[src/rtl/irqdec_pkg.sv]
package irqdec_pkg;

    localparam int DEST_W  = 8;
    localparam int VEC_W   = 8;
    localparam int DMODE_W = 3;

    typedef enum logic [1:0] {
        ST_IDLE   = 2'd0,
        ST_ISSUE  = 2'd1,
        ST_REJECT = 2'd2
    } irqdec_state_e;

    typedef struct packed {
        logic [DEST_W-1:0]  dest;
        logic               logical;
        logic [DMODE_W-1:0] dmode;
        logic [VEC_W-1:0]   vector;
    } irqdec_fields_t;

endpackage

[src/rtl/irqdec_window.sv]
module irqdec_window #(
    parameter int ADDR_W = 64,
    parameter int WIN_HI = 31,
    parameter int WIN_LO = 20,
    parameter logic [WIN_HI-WIN_LO:0] WIN_BASE = 12'hFEE
) (
    input  logic [ADDR_W-1:0] addr,
    output logic              hit
);
    localparam int WIN_W = WIN_HI - WIN_LO + 1;

    logic [WIN_W-1:0] win_bits;
    logic             unused_addr;

    // Only the window slice of the low half decides a hit.
    assign win_bits    = addr[WIN_HI:WIN_LO];
    assign hit         = (win_bits == WIN_BASE);
    assign unused_addr = ^addr;
endmodule

[src/rtl/irqdec_fields.sv]
module irqdec_fields
    import irqdec_pkg::*;
#(
    parameter int ADDR_W    = 64,
    parameter int DATA_W    = 64,
    parameter int DEST_LSB  = 12,
    parameter int HINT_BIT  = 3,
    parameter int MODE_BIT  = 2,
    parameter int DMODE_LSB = 8,
    parameter int VEC_LSB   = 0
) (
    input  logic [ADDR_W-1:0] addr,
    input  logic [DATA_W-1:0] data,
    output irqdec_fields_t    fields
);
    localparam int DEST_MSB  = DEST_LSB + DEST_W - 1;
    localparam int DMODE_MSB = DMODE_LSB + DMODE_W - 1;
    localparam int VEC_MSB   = VEC_LSB + VEC_W - 1;

    logic unused_bits;

    always_comb begin
        fields.dest    = addr[DEST_MSB:DEST_LSB];
        // Logical only when both the hint and the mode bit are set.
        fields.logical = addr[HINT_BIT] & addr[MODE_BIT];
        fields.dmode   = data[DMODE_MSB:DMODE_LSB];
        fields.vector  = data[VEC_MSB:VEC_LSB];
    end

    // Trigger bit and other upper bits are intentionally dropped.
    assign unused_bits = ^{addr, data};
endmodule

[src/rtl/irqdec_fsm.sv]
module irqdec_fsm
    import irqdec_pkg::*;
(
    input  logic clk,
    input  logic rst_n,
    input  logic in_valid,
    input  logic hit,
    output logic issue,
    output logic reject
);
    irqdec_state_e cur_q;
    irqdec_state_e nxt;

    always_comb begin
        nxt = ST_IDLE;
        unique case (cur_q)
            ST_IDLE, ST_ISSUE, ST_REJECT: begin
                if (in_valid) begin
                    nxt = hit ? ST_ISSUE : ST_REJECT;
                end else begin
                    nxt = ST_IDLE;
                end
            end
            default: nxt = ST_IDLE;
        endcase
    end

    always_ff @(posedge clk) begin
        if (!rst_n) begin
            cur_q <= ST_IDLE;
        end else begin
            cur_q <= nxt;
        end
    end

    always_comb begin
        issue  = 1'b0;
        reject = 1'b0;
        unique case (cur_q)
            ST_IDLE:   ;
            ST_ISSUE:  issue  = 1'b1;
            ST_REJECT: reject = 1'b1;
            default:   ;
        endcase
    end

    // the two pulses exclude each other
    a_r9_pulses_exclusive: assert property (@(posedge clk) disable iff (!rst_n)
        !(issue && reject));
endmodule

[src/rtl/irq_msg_decoder.sv]
module irq_msg_decoder
    import irqdec_pkg::*;
#(
    parameter int ADDR_W    = 64,
    parameter int DATA_W    = 64,
    parameter int WIN_HI    = 31,
    parameter int WIN_LO    = 20,
    parameter logic [WIN_HI-WIN_LO:0] WIN_BASE = 12'hFEE,
    parameter int DEST_LSB  = 12,
    parameter int HINT_BIT  = 3,
    parameter int MODE_BIT  = 2,
    parameter int DMODE_LSB = 8,
    parameter int VEC_LSB   = 0
) (
    input  logic              clk,
    input  logic              rst_n,
    input  logic              in_valid,
    input  logic [ADDR_W-1:0] in_addr,
    input  logic [DATA_W-1:0] in_data,
    output logic              req_valid,
    output logic [DEST_W-1:0] req_dest,
    output logic              req_logical,
    output logic [DMODE_W-1:0] req_dmode,
    output logic [VEC_W-1:0]  req_vector,
    output logic              req_level,
    output logic              err_pulse
);
    localparam int DEST_MSB = DEST_LSB + DEST_W - 1;

    logic           hit;
    irqdec_fields_t fields;
    irqdec_fields_t fld_q;
    logic           issue;
    logic           reject;

    irqdec_window #(
        .ADDR_W(ADDR_W), .WIN_HI(WIN_HI), .WIN_LO(WIN_LO), .WIN_BASE(WIN_BASE)
    ) u_win (
        .addr(in_addr),
        .hit (hit)
    );

    irqdec_fields #(
        .ADDR_W(ADDR_W), .DATA_W(DATA_W), .DEST_LSB(DEST_LSB),
        .HINT_BIT(HINT_BIT), .MODE_BIT(MODE_BIT),
        .DMODE_LSB(DMODE_LSB), .VEC_LSB(VEC_LSB)
    ) u_fld (
        .addr  (in_addr),
        .data  (in_data),
        .fields(fields)
    );

    irqdec_fsm u_fsm (
        .clk     (clk),
        .rst_n   (rst_n),
        .in_valid(in_valid),
        .hit     (hit),
        .issue   (issue),
        .reject  (reject)
    );

    // Fields load only on an accepted write (R10 keeps them on a reject).
    always_ff @(posedge clk) begin
        if (!rst_n) begin
            fld_q <= '0;
        end else if (in_valid && hit) begin
            fld_q <= fields;
        end
    end

    assign req_valid   = issue;
    assign err_pulse   = reject;
    assign req_dest    = fld_q.dest;
    assign req_logical = fld_q.logical;
    assign req_dmode   = fld_q.dmode;
    assign req_vector  = fld_q.vector;
    assign req_level   = 1'b0; // every request is edge-triggered

    // an in-window strobe gives a request on the next cycle
    a_r2_hit_issues: assert property (@(posedge clk) disable iff (!rst_n)
        (in_valid && in_addr[WIN_HI:WIN_LO] == WIN_BASE) |=> (req_valid && !err_pulse));

    // an out-of-window strobe gives an error pulse on the next cycle
    a_r3_miss_flags: assert property (@(posedge clk) disable iff (!rst_n)
        (in_valid && in_addr[WIN_HI:WIN_LO] != WIN_BASE) |=> (err_pulse && !req_valid));

    // no strobe, no pulse
    a_r9_quiet: assert property (@(posedge clk) disable iff (!rst_n)
        !in_valid |=> (!req_valid && !err_pulse));

    // the destination follows the address slice of the accepted write
    a_r5_dest: assert property (@(posedge clk) disable iff (!rst_n)
        (in_valid && in_addr[WIN_HI:WIN_LO] == WIN_BASE) |=>
            (req_dest == $past(in_addr[DEST_MSB:DEST_LSB])));

    // logical only with both address bits set
    a_r6_logical: assert property (@(posedge clk) disable iff (!rst_n)
        (in_valid && in_addr[WIN_HI:WIN_LO] == WIN_BASE) |=>
            (req_logical == ($past(in_addr[HINT_BIT]) && $past(in_addr[MODE_BIT]))));

    // a reject leaves the decoded fields untouched
    a_r10_hold_on_reject: assert property (@(posedge clk) disable iff (!rst_n)
        (in_valid && in_addr[WIN_HI:WIN_LO] != WIN_BASE) |=>
            ($stable(req_dest) && $stable(req_vector) && $stable(req_dmode) && $stable(req_logical)));
endmodule

[config.mk]
export PLATFORM = sky130hd
export DESIGN_NAME = irq_msg_decoder
export DESIGN_NICKNAME = d
export VERILOG_FILES = /design/src/rtl/irqdec_pkg.sv /design/src/rtl/irqdec_window.sv /design/src/rtl/irqdec_fields.sv /design/src/rtl/irqdec_fsm.sv /design/src/rtl/irq_msg_decoder.sv
export SDC_FILE = /design/constraint.sdc
export NUM_CORES = 1
export LEC_CHECK = 0
export ABC_CLOCK_PERIOD_IN_PS = 1500
export CAP_MARGIN = 40
export CELL_PAD_IN_SITES_DETAIL_PLACEMENT = 0
export CELL_PAD_IN_SITES_GLOBAL_PLACEMENT = 2
export CORE_ASPECT_RATIO = 0.7
export CORE_MARGIN = 2
export CORE_UTILIZATION = 25
export CTS_CLUSTER_DIAMETER = 60
export DETAILED_ROUTE_END_ITERATION = 16
export DONT_BUFFER_PORTS = 1
export GPL_TIMING_DRIVEN = 0
export PLACE_DENSITY = 0.82
export SLEW_MARGIN = 20
export SYNTH_ARGS = -nofsm -noshare
export SYNTH_HDL_FRONTEND = slang
export SYNTH_SLANG_ARGS = --single-unit
[constraint.sdc]
create_clock -name clk -period 1.5 [get_ports clk]
set_input_delay 0.3 -clock clk [delete_from_list [all_inputs] [get_ports clk]]
set_output_delay 0.3 -clock clk [all_outputs]
set_load 0.02 [all_outputs]
==> results of run 1 <==
[registers in the layout, summed over array words and instances, names as in the netlist]
| name | cells |
|---|---|
| req_dest | 8 |
| req_dmode | 3 |
| req_logical | 1 |
| req_vector | 8 |
| u_fsm.cur_q | 2 |
[worst max-delay path by stage]
stage,slack [ns],start,cells after the start,to
floorplan,0.28,in_addr[20],4,req_logical
global placement,0.20,in_addr[20],4,req_dest[2]
detailed placement,0.16,in_addr[24],4,req_vector[2]
CTS,0.17,u_fsm.cur_q[0],1,req_valid
global route,0.11,u_fsm.cur_q[0],1,req_valid
finish,0.19,u_fsm.cur_q[0],1,req_valid
[cells in the mapped netlist (all sizes together)]
cell type   n  area [um^2]
nand2      40          150
dfxtp      22          440
mux2i      20          200
clkbuf      5         18.8
buf         3         30.0
nand3       2         10.0
nand4b      2         32.5
nor2b       2         12.5
nor4        2         27.5
conb        1         3.75
inv         1         3.75
nand4       1         12.5
nor2        1         3.75
nor3        1         5.00
[layer usage]
metal | GRT usage, % | vias to the layer above | routed length, um
met1 | 12.3 | 319 | 852
met4 | 0.765 | 0 | 0
met5 | 0 | - | 0
li1 | - | 338 | -
met2 | 18.6 | 28 | 1180
met3 | 6.17 | 0 | 220
[where the power goes]
group	internal [mW]	leakage (nW)	switching, mW
combinational	0.0167	0.168	0.0348
clock	0.234	0.0288	0.184
sequential	0.585	0.177	0.00105
total	0.835	0.374	0.220
[logic make-up after synthesis]
family        count (synthesis)  share of synthesized area [%]
buf+inv                       9                           5.53
mux                          20                           21.1
flops                        22                           46.3
simple gates                 51                           26.7
other cells                   1                          0.394
[area by class of cell]
class | instances | area, um^2
Sequential cell | 22 | 440
Fill cell | 378 | 2510
Tap cell | 50 | 62.6
Clock buffer | 4 | 55.1
Multi-Input combinational cell | 72 | 458
Buffer | 8 | 48.8
Inverter | 1 | 3.75
[stage by stage]
step / power (mW) / cells / utilization (%) / setup WS (ns) / hold slack [ns]
floorplan: 0.641 / 103 / - / 0.284 / 0.442
global placement: 0.650 / 153 / 28.3 / 0.203 / 0.446
detailed placement: 0.653 / 153 / 28.3 / 0.155 / 0.451
CTS: 1.07 / 157 / 29.8 / 0.168 / 0.167
global route: 1.11 / 157 / 29.8 / 0.112 / 0.164
finish: 1.06 / 157 / 29.8 / 0.185 / 0.174
==> flow_summary_export.csv, run 1 <==
group,metric,value,unit
outcome,status,"completed",
cts,hold_buffers,0,
worst_hold_path,hp-class,"in2reg",
detailed_routing,vias,685,
flow_run,drv_cap,0,
layout,finalInstanceArea,1070,um^2
worst_hold_path,whs_endpoint,"req_vector[0]",
logic_synthesis,netlist_area,951,um^2
power,ir_worst_vdd,0.337,mV
worst_hold_path,hold_path.startpoint,"in_data[0]",
cts,path_clk_slew,0.08,ns
cts,clock_sinks,22,
floorplanning,die_y,55.6,um
critical_path,critPathSlowestCell,"nor2b_1",
critical_path,rr_worst_depth,2,
sta,min_period,1.31,ns
detailed_routing,viasPerCell,4.36,
placement,port_buffers,0,
placement,routabilityCongestion,0.678,
sta,finalSetupViolations,0,
floorplanning,row_count,18,
sta,finalClockSkew,0.0000273,ns
logic_synthesis,synthCells,103,
critical_path,r2r_start,"req_vector[2]",
sta,finalCritPeriodShare,87.6,%
placement,place_area,1010,um^2
layout,layout-drive-gt1-share,9.35,%
detailed_routing,drt_iter0_markers,40,
detailed_routing,drt-total-wl,2250,um
sta,tns,0,ns
critical_path,cp-start-kind,"flop",
layout,syn2layout_area_growth,12.4,%
layout,antenna_cells,0,
cts,cts_buffers,3,
floorplanning,start_util,26.6,%
global_route,overflow,0,
critical_path,crit_buf_inv,0,
floorplanning,die_w,77.7,um
sta,fmax,0.761,GHz
critical_path,slowest_delay,0.40,ns
critical_path,endpoint_kind,"output port",
cts,post_cts_buffers,0,
critical_path,reg2reg_slack,0.72,ns
logic_synthesis,syn-num-nets,234,
critical_path,cp_cell_sequence,"nor2b_1",
logic_synthesis,synth_area_per_cell,9.23,um^2
floorplanning,die_area,4320,um^2
sta,drv_slew,0,
critical_path,arrival,1.01,ns
logic_synthesis,seq_area_frac_synth,46.3,%
layout,final_nets,239,
detailed_routing,drcViolationCount,0,
floorplanning,io_pins,154,
cts,clock_latency,0.26,ns
logic_synthesis,ys_ff_latch,22,
critical_path,critPathMaxFanout,3,
sta,rsz0062_at_grt,"no",
detailed_routing,routedWlPerCell,14.3,um
cts,cts_resized,0,
critical_path,critPathTopFamily,"simple AND/OR/NAND/NOR gates",
cts,cts.htree.levels,1,
critical_path,crit_required,1.20,ns
layout,final_cell_mix,"nand2_1, dfxtp_1, mux2i_1, clkbuf_1, clkbuf_8",
global_route,track_usage,10.9,%
placement,dp.final_hpwl,1840,um
floorplanning,core_area,3580,um^2
detailed_routing,ant_nets,0,
worst_hold_path,hold_depth,2,
logic_synthesis,synth_warnings,0,
detailed_routing,drt_first_pass_iters,4,
global_route,grt_pass1_vias,753,
cts,cts_tree,"yes",
power,powerDensity,987,nW/um^2
global_route,grt_max_degree,13,
global_route,antenna_found_initial,0,
power,p_leak,0.374,nW
layout,layout.cells.most_common,"nand2_1",
logic_synthesis,ys_types,17,
sta,hold_violations,0,
cts,cts_buffer_depth,2,
global_route,grt_pass1_wl,3670,um
cts,cts_root_buf,"clkbuf_8",
critical_path,reg2reg_to,"req_vector[2]",
critical_path,path_class,"reg2out",
No activity file was read; power rests on OpenSTA's default activity.
==> inputs of run 2 (changes only) <==
- ABC_AREA: default -> 1
- CORE_UTILIZATION: 25 -> 24
- PLACE_DENSITY: 0.82 -> 0.83
==> flow_summary_export.csv, run 2 <==
group,metric,value,unit
outcome,status,"completed",
sta,fmax,0.781,GHz
sta,hold_violations,0,
critical_path,reg2reg_slack,0.79,ns
detailed_routing,ant_nets,0,
sta,finalSetupViolations,0,
placement,port_buffers,0,
global_route,overflow,0,
critical_path,rr_worst_depth,2,
floorplanning,die_w,84.7,um
logic_synthesis,synth_area_leaders,"dfxtp_1, nor2_1, nand4_1",
logic_synthesis,ys_types,15,
logic_synthesis,seq_area_frac_synth,40.3,%
worst_hold_path,hold_path.startpoint,"rst_n",
critical_path,crit_required,1.20,ns
logic_synthesis,synthCells,170,
cts,cts_buffers,3,
critical_path,r2r_start,"req_vector[1]",
detailed_routing,vias,982,
floorplanning,start_util,25.1,%
cts,cts_resized,0,
detailed_routing,drt_iter0_markers,24,
global_route,grt_pass1_wl,4280,um
critical_path,critPathMaxFanout,3,
logic_synthesis,synthArstFlopShare,0,%
worst_hold_path,whs_endpoint,"u_fsm.cur_q[0]",
cts,cts.htree.levels,1,
critical_path,cp-start-kind,"flop",
logic_synthesis,ys.flop_type,"dfxtp_1",
logic_synthesis,synth_warnings,0,
layout,final_nets,306,
placement,placed_cells,225,
logic_synthesis,synth_top_area_share,40.3,%
detailed_routing,viasPerCell,4.31,
sta,tns,0,ns
global_route,antenna_found_initial,0,
critical_path,reg2reg_to,"req_vector[1]",
placement,routabilityCongestion,0.645,
logic_synthesis,ys_ff_latch,22,
detailed_routing,drcViolationCount,0,
floorplanning,io_pins,154,
power,ir_worst_vdd,0.408,mV
worst_hold_path,hp-class,"in2reg",
cts,path_clk_slew,0.07,ns
global_route,grt_max_degree,12,
critical_path,path_class,"reg2out",
sta,finalClockSkew,0.000103,ns
logic_synthesis,yosysMostFrequentCell,"nor2_1",
critical_path,arrival,0.98,ns
critical_path,endpoint_kind,"output port",
cts,cts_tree,"yes",
flow_run,drv_cap,0,
logic_synthesis,synth.largest_area_cell,"dfxtp_1",
sta,finalCritPeriodShare,85.4,%
worst_hold_path,hold_depth,2,
logic_synthesis,synthTopCellsByCount,"nor2_1, nand2_1, inv_1",
layout,antenna_cells,0,
cts,cts_root_buf,"clkbuf_8",
layout,syn2layout_area_growth,10.1,%
global_route,grt_pass1_vias,888,
cts,post_cts_buffers,0,
sta,rsz0062_at_grt,"no",
cts,clock_sinks,22,
critical_path,cp-startpoint,"u_fsm.cur_q[0]",
placement,dp.final_hpwl,2190,um
layout,layout.cells.most_common,"nor2_1",
floorplanning,die_area,5120,um^2
detailed_routing,drt-total-wl,2760,um
global_route,track_usage,10.9,%
floorplanning,die_y,60.5,um
floorplanning,core_area,4350,um^2
logic_synthesis,synth_edf_count,0,
layout,layout-drive-gt1-share,8.67,%
power,powerDensity,847,nW/um^2
sta,min_period,1.28,ns
cts,clock_latency,0.26,ns
logic_synthesis,syn-num-nets,301,
floorplanning,row_count,20,
cts,hold_buffers,0,
sta,drv_slew,0,
detailed_routing,drt_first_pass_iters,4,
power,p_leak,0.577,nW
layout,final_cell_mix,"nor2_1, nand2_1, inv_1, dfxtp_1, nand4_1",
logic_synthesis,synth_area_per_cell,6.43,um^2
logic_synthesis,netlist_area,1090,um^2
layout,finalNonFillerCells,228,
cts,cts_buffer_depth,2,
detailed_routing,routedWlPerCell,12.1,um
## run 2: changes by cell type in the layout (fill, tap and decap cells not counted), sizes merged, moves of 5 or more
cell and change:
clkbuf -5, mux2i -20, nand2 -6, buf +7, inv +28, nor2 +49
nand4 +20
## run 2: cell families (layout without fill, tap and decap cells)
group	after synthesis	after routing	synth area share, %
AND/OR/NAND/NOR	107	107	43.4
buffers and inverters	40	43	16.0
other	1	1	0.343
flip-flops	22	22	40.3
## run 2: worst max-delay path by stage
| stage | endpoint | slack [ns] | depth (start not counted) |
|---|---|---|---|
| after CTS | req_valid | 0.20 | 2 |
| after global routing | req_valid | 0.13 | 2 |
| after global placement | req_dest[7] | 0.31 | 8 |
| after floorplan | req_dest[0] | 0.48 | 8 |
| final | req_valid | 0.22 | 2 |
| after detailed placement | req_dest[2] | 0.29 | 8 |
## run 2: worst max-delay path, cell delays in order (launching register included)
cell	delay (ns)
dfxtp_1	0.36
inv_1	0.05
nor2_1	0.32
## run 2: final cells by class
type | count | area, um^2
plain buffers | 11 | 66.3
multi-input cells | 108 | 478
clock buffers | 3 | 41.3
flip-flops and latches | 22 | 440
well taps | 55 | 68.8
inverters | 29 | 109
fillers | 524 | 3150
## run 2: where the power goes
part           leakage [nW]  switching [mW]  internal [mW]
registers             0.177         0.00129          0.585
logic                 0.379          0.0526         0.0244
clock network        0.0216           0.178          0.179
total                 0.577           0.232          0.788
## run 2: routing by layer
metal  routed length (um)  vias to the layer above  global-route usage [%]
met4                   25                        0                    2.04
met1                 1280                      412                    13.7
met2                 1100                       45                    16.5
met3                  359                        2                    6.53
li1                     -                      523                       -
met5                    0                        -                       0
## run 2: through the flow
stage                     setup slack, ns  cell area, um^2  util (%)  hold slack (ns)  power (mW)
after floorplan                     0.482             1090         -            0.444       0.662
after global placement              0.307             1160      26.7            0.455       0.679
after detailed placement            0.288             1160      26.7            0.455       0.678
after CTS                           0.201             1200      27.6            0.169        1.05
after global routing                0.131             1200      27.6            0.175        1.07
final                               0.219             1200      27.6            0.180        1.02
==> inputs of run 3 (changes only) <==
- HOLD_SLACK_MARGIN: default -> 0.12
- RECOVER_POWER: default -> 100
==> flow_summary_export.csv, run 3 (synthesis results as in run 2) <==
group,metric,value,unit
layout,final_cell_mix,"nor2_1, nand2_1, inv_1, dfxtp_1, nand4_1",
cts,hold_buffers,0,
placement,routabilityCongestion,0.645,
sta,hold_ws,0.179,ns
critical_path,arrival,0.98,ns
sta,hold_violations,0,
sta,min_period,1.28,ns
cts,cts_buffer_depth,2,
floorplanning,start_util,25.1,%
sta,rsz0062_at_grt,"no",
layout,final_nets,306,
global_route,grt_pass1_wl,4280,um
cts,post_cts_buffers,0,
power,p_leak,0.569,nW
sta,finalClockSkew,0.000103,ns
sta,fmax,0.781,GHz
layout,nFillCells,524,
detailed_routing,routedLengthMet1,1290,um
floorplanning,die_y,60.5,um
cts,clock_latency,0.26,ns
layout,layout-drive-gt1-share,7.51,%
cts,cts_tree,"yes",
detailed_routing,dr_wl_met3,339,um
detailed_routing,drcViolationCount,0,
detailed_routing,wl_met2,1100,um
detailed_routing,vias,979,
global_route,track_usage,10.9,%
power,ir_worst_vdd,0.406,mV
detailed_routing,drt_iter0_markers,24,
critical_path,critPathMaxFanout,3,
detailed_routing,viasPerCell,4.29,
sta,drv_slew,0,
global_route,grt_pass1_vias,888,
global_route,antenna_found_initial,0,
critical_path,cp-start-kind,"flop",
placement,dp.final_hpwl,2190,um
cts,clock_sinks,22,
outcome,status,"completed",
detailed_routing,drt-total-wl,2760,um
layout,antenna_cells,0,
detailed_routing,routedWlPerCell,12.1,um
cts,cts_resized,0,
detailed_routing,drt_first_pass_iters,4,
power,powerDensity,849,nW/um^2
sta,fin_ws,0.219,ns
critical_path,crit_required,1.20,ns
cts,cts_root_buf,"clkbuf_8",
placement,dp_slack,0.288,ns
floorplanning,die_area,5120,um^2
worst_hold_path,hp-class,"in2reg",
floorplanning,die_w,84.7,um
layout,layout.cells.most_common,"nor2_1",
sta,finalCritPeriodShare,85.4,%
critical_path,endpoint_kind,"output port",
global_route,overflow,0,
detailed_routing,ant_nets,0,
floorplanning,io_pins,154,
cts,cts_buffers,3,
floorplanning,core_area,4350,um^2
critical_path,path_class,"reg2out",
layout,syn2layout_area_growth,9.84,%
detailed_routing,top_layer,"met4",
layout,seqCellArea,440,um^2
sta,tns,0,ns
layout,multi_input_area,478,um^2
cts,path_clk_slew,0.07,ns
sta,finalSetupViolations,0,
flow_run,drv_cap,0,
floorplanning,row_count,20,
cts,cts.htree.levels,1,
placement,port_buffers,0,
global_route,grt_max_degree,12,
run 3: layout make-up:
type,instances,share of cell area [%]
flip-flops and latches,22,36.7
clock buffers,3,3.44
inverters,29,9.06
multi-input cells,108,39.8
well taps,55,5.73
plain buffers,11,5.31
run 3: worst paths after layout:
| path | slack (ns) | start | cells after the start | end |
|---|---|---|---|---|
| setup reg to reg | 0.78 | req_dest[3] | 2 | req_dest[3] |
| hold reg to reg | 0.57 | u_fsm.cur_q[0] | 3 | u_fsm.cur_q[1] |
| hold / removal | 0.18 | rst_n | 2 | u_fsm.cur_q[0] |
| setup / recovery | 0.22 | u_fsm.cur_q[0] | 2 | req_valid |
run 3: power by group:
| part | internal (mW) | leakage, nW | switching (mW) |
|---|---|---|---|
| clock | 0.179 | 0.0216 | 0.178 |
| combinational | 0.0244 | 0.370 | 0.0527 |
| sequential | 0.585 | 0.177 | 0.00129 |
run 3: critical path, cell delays in order (launching register included):
cell	delay, ns
dfxtp_1	0.36
inv_1	0.05
nor2_1	0.32
run 3: layer usage:
metal	vias to the layer above	global-route usage, %
met4	0	2.04
met1	412	13.7
met2	42	16.5
li1	523	-
met3	2	6.53
met5	-	0
run 3: per-stage QoR:
stage	power (mW)	utilization (%)	area (um^2)	cells
after floorplan	0.662	-	1090	170
after global placement	0.679	26.7	1160	225
after detailed placement	0.678	26.7	1160	225
after CTS	1.05	27.6	1200	228
after global routing	1.07	27.6	1200	228
final	1.02	27.6	1200	228
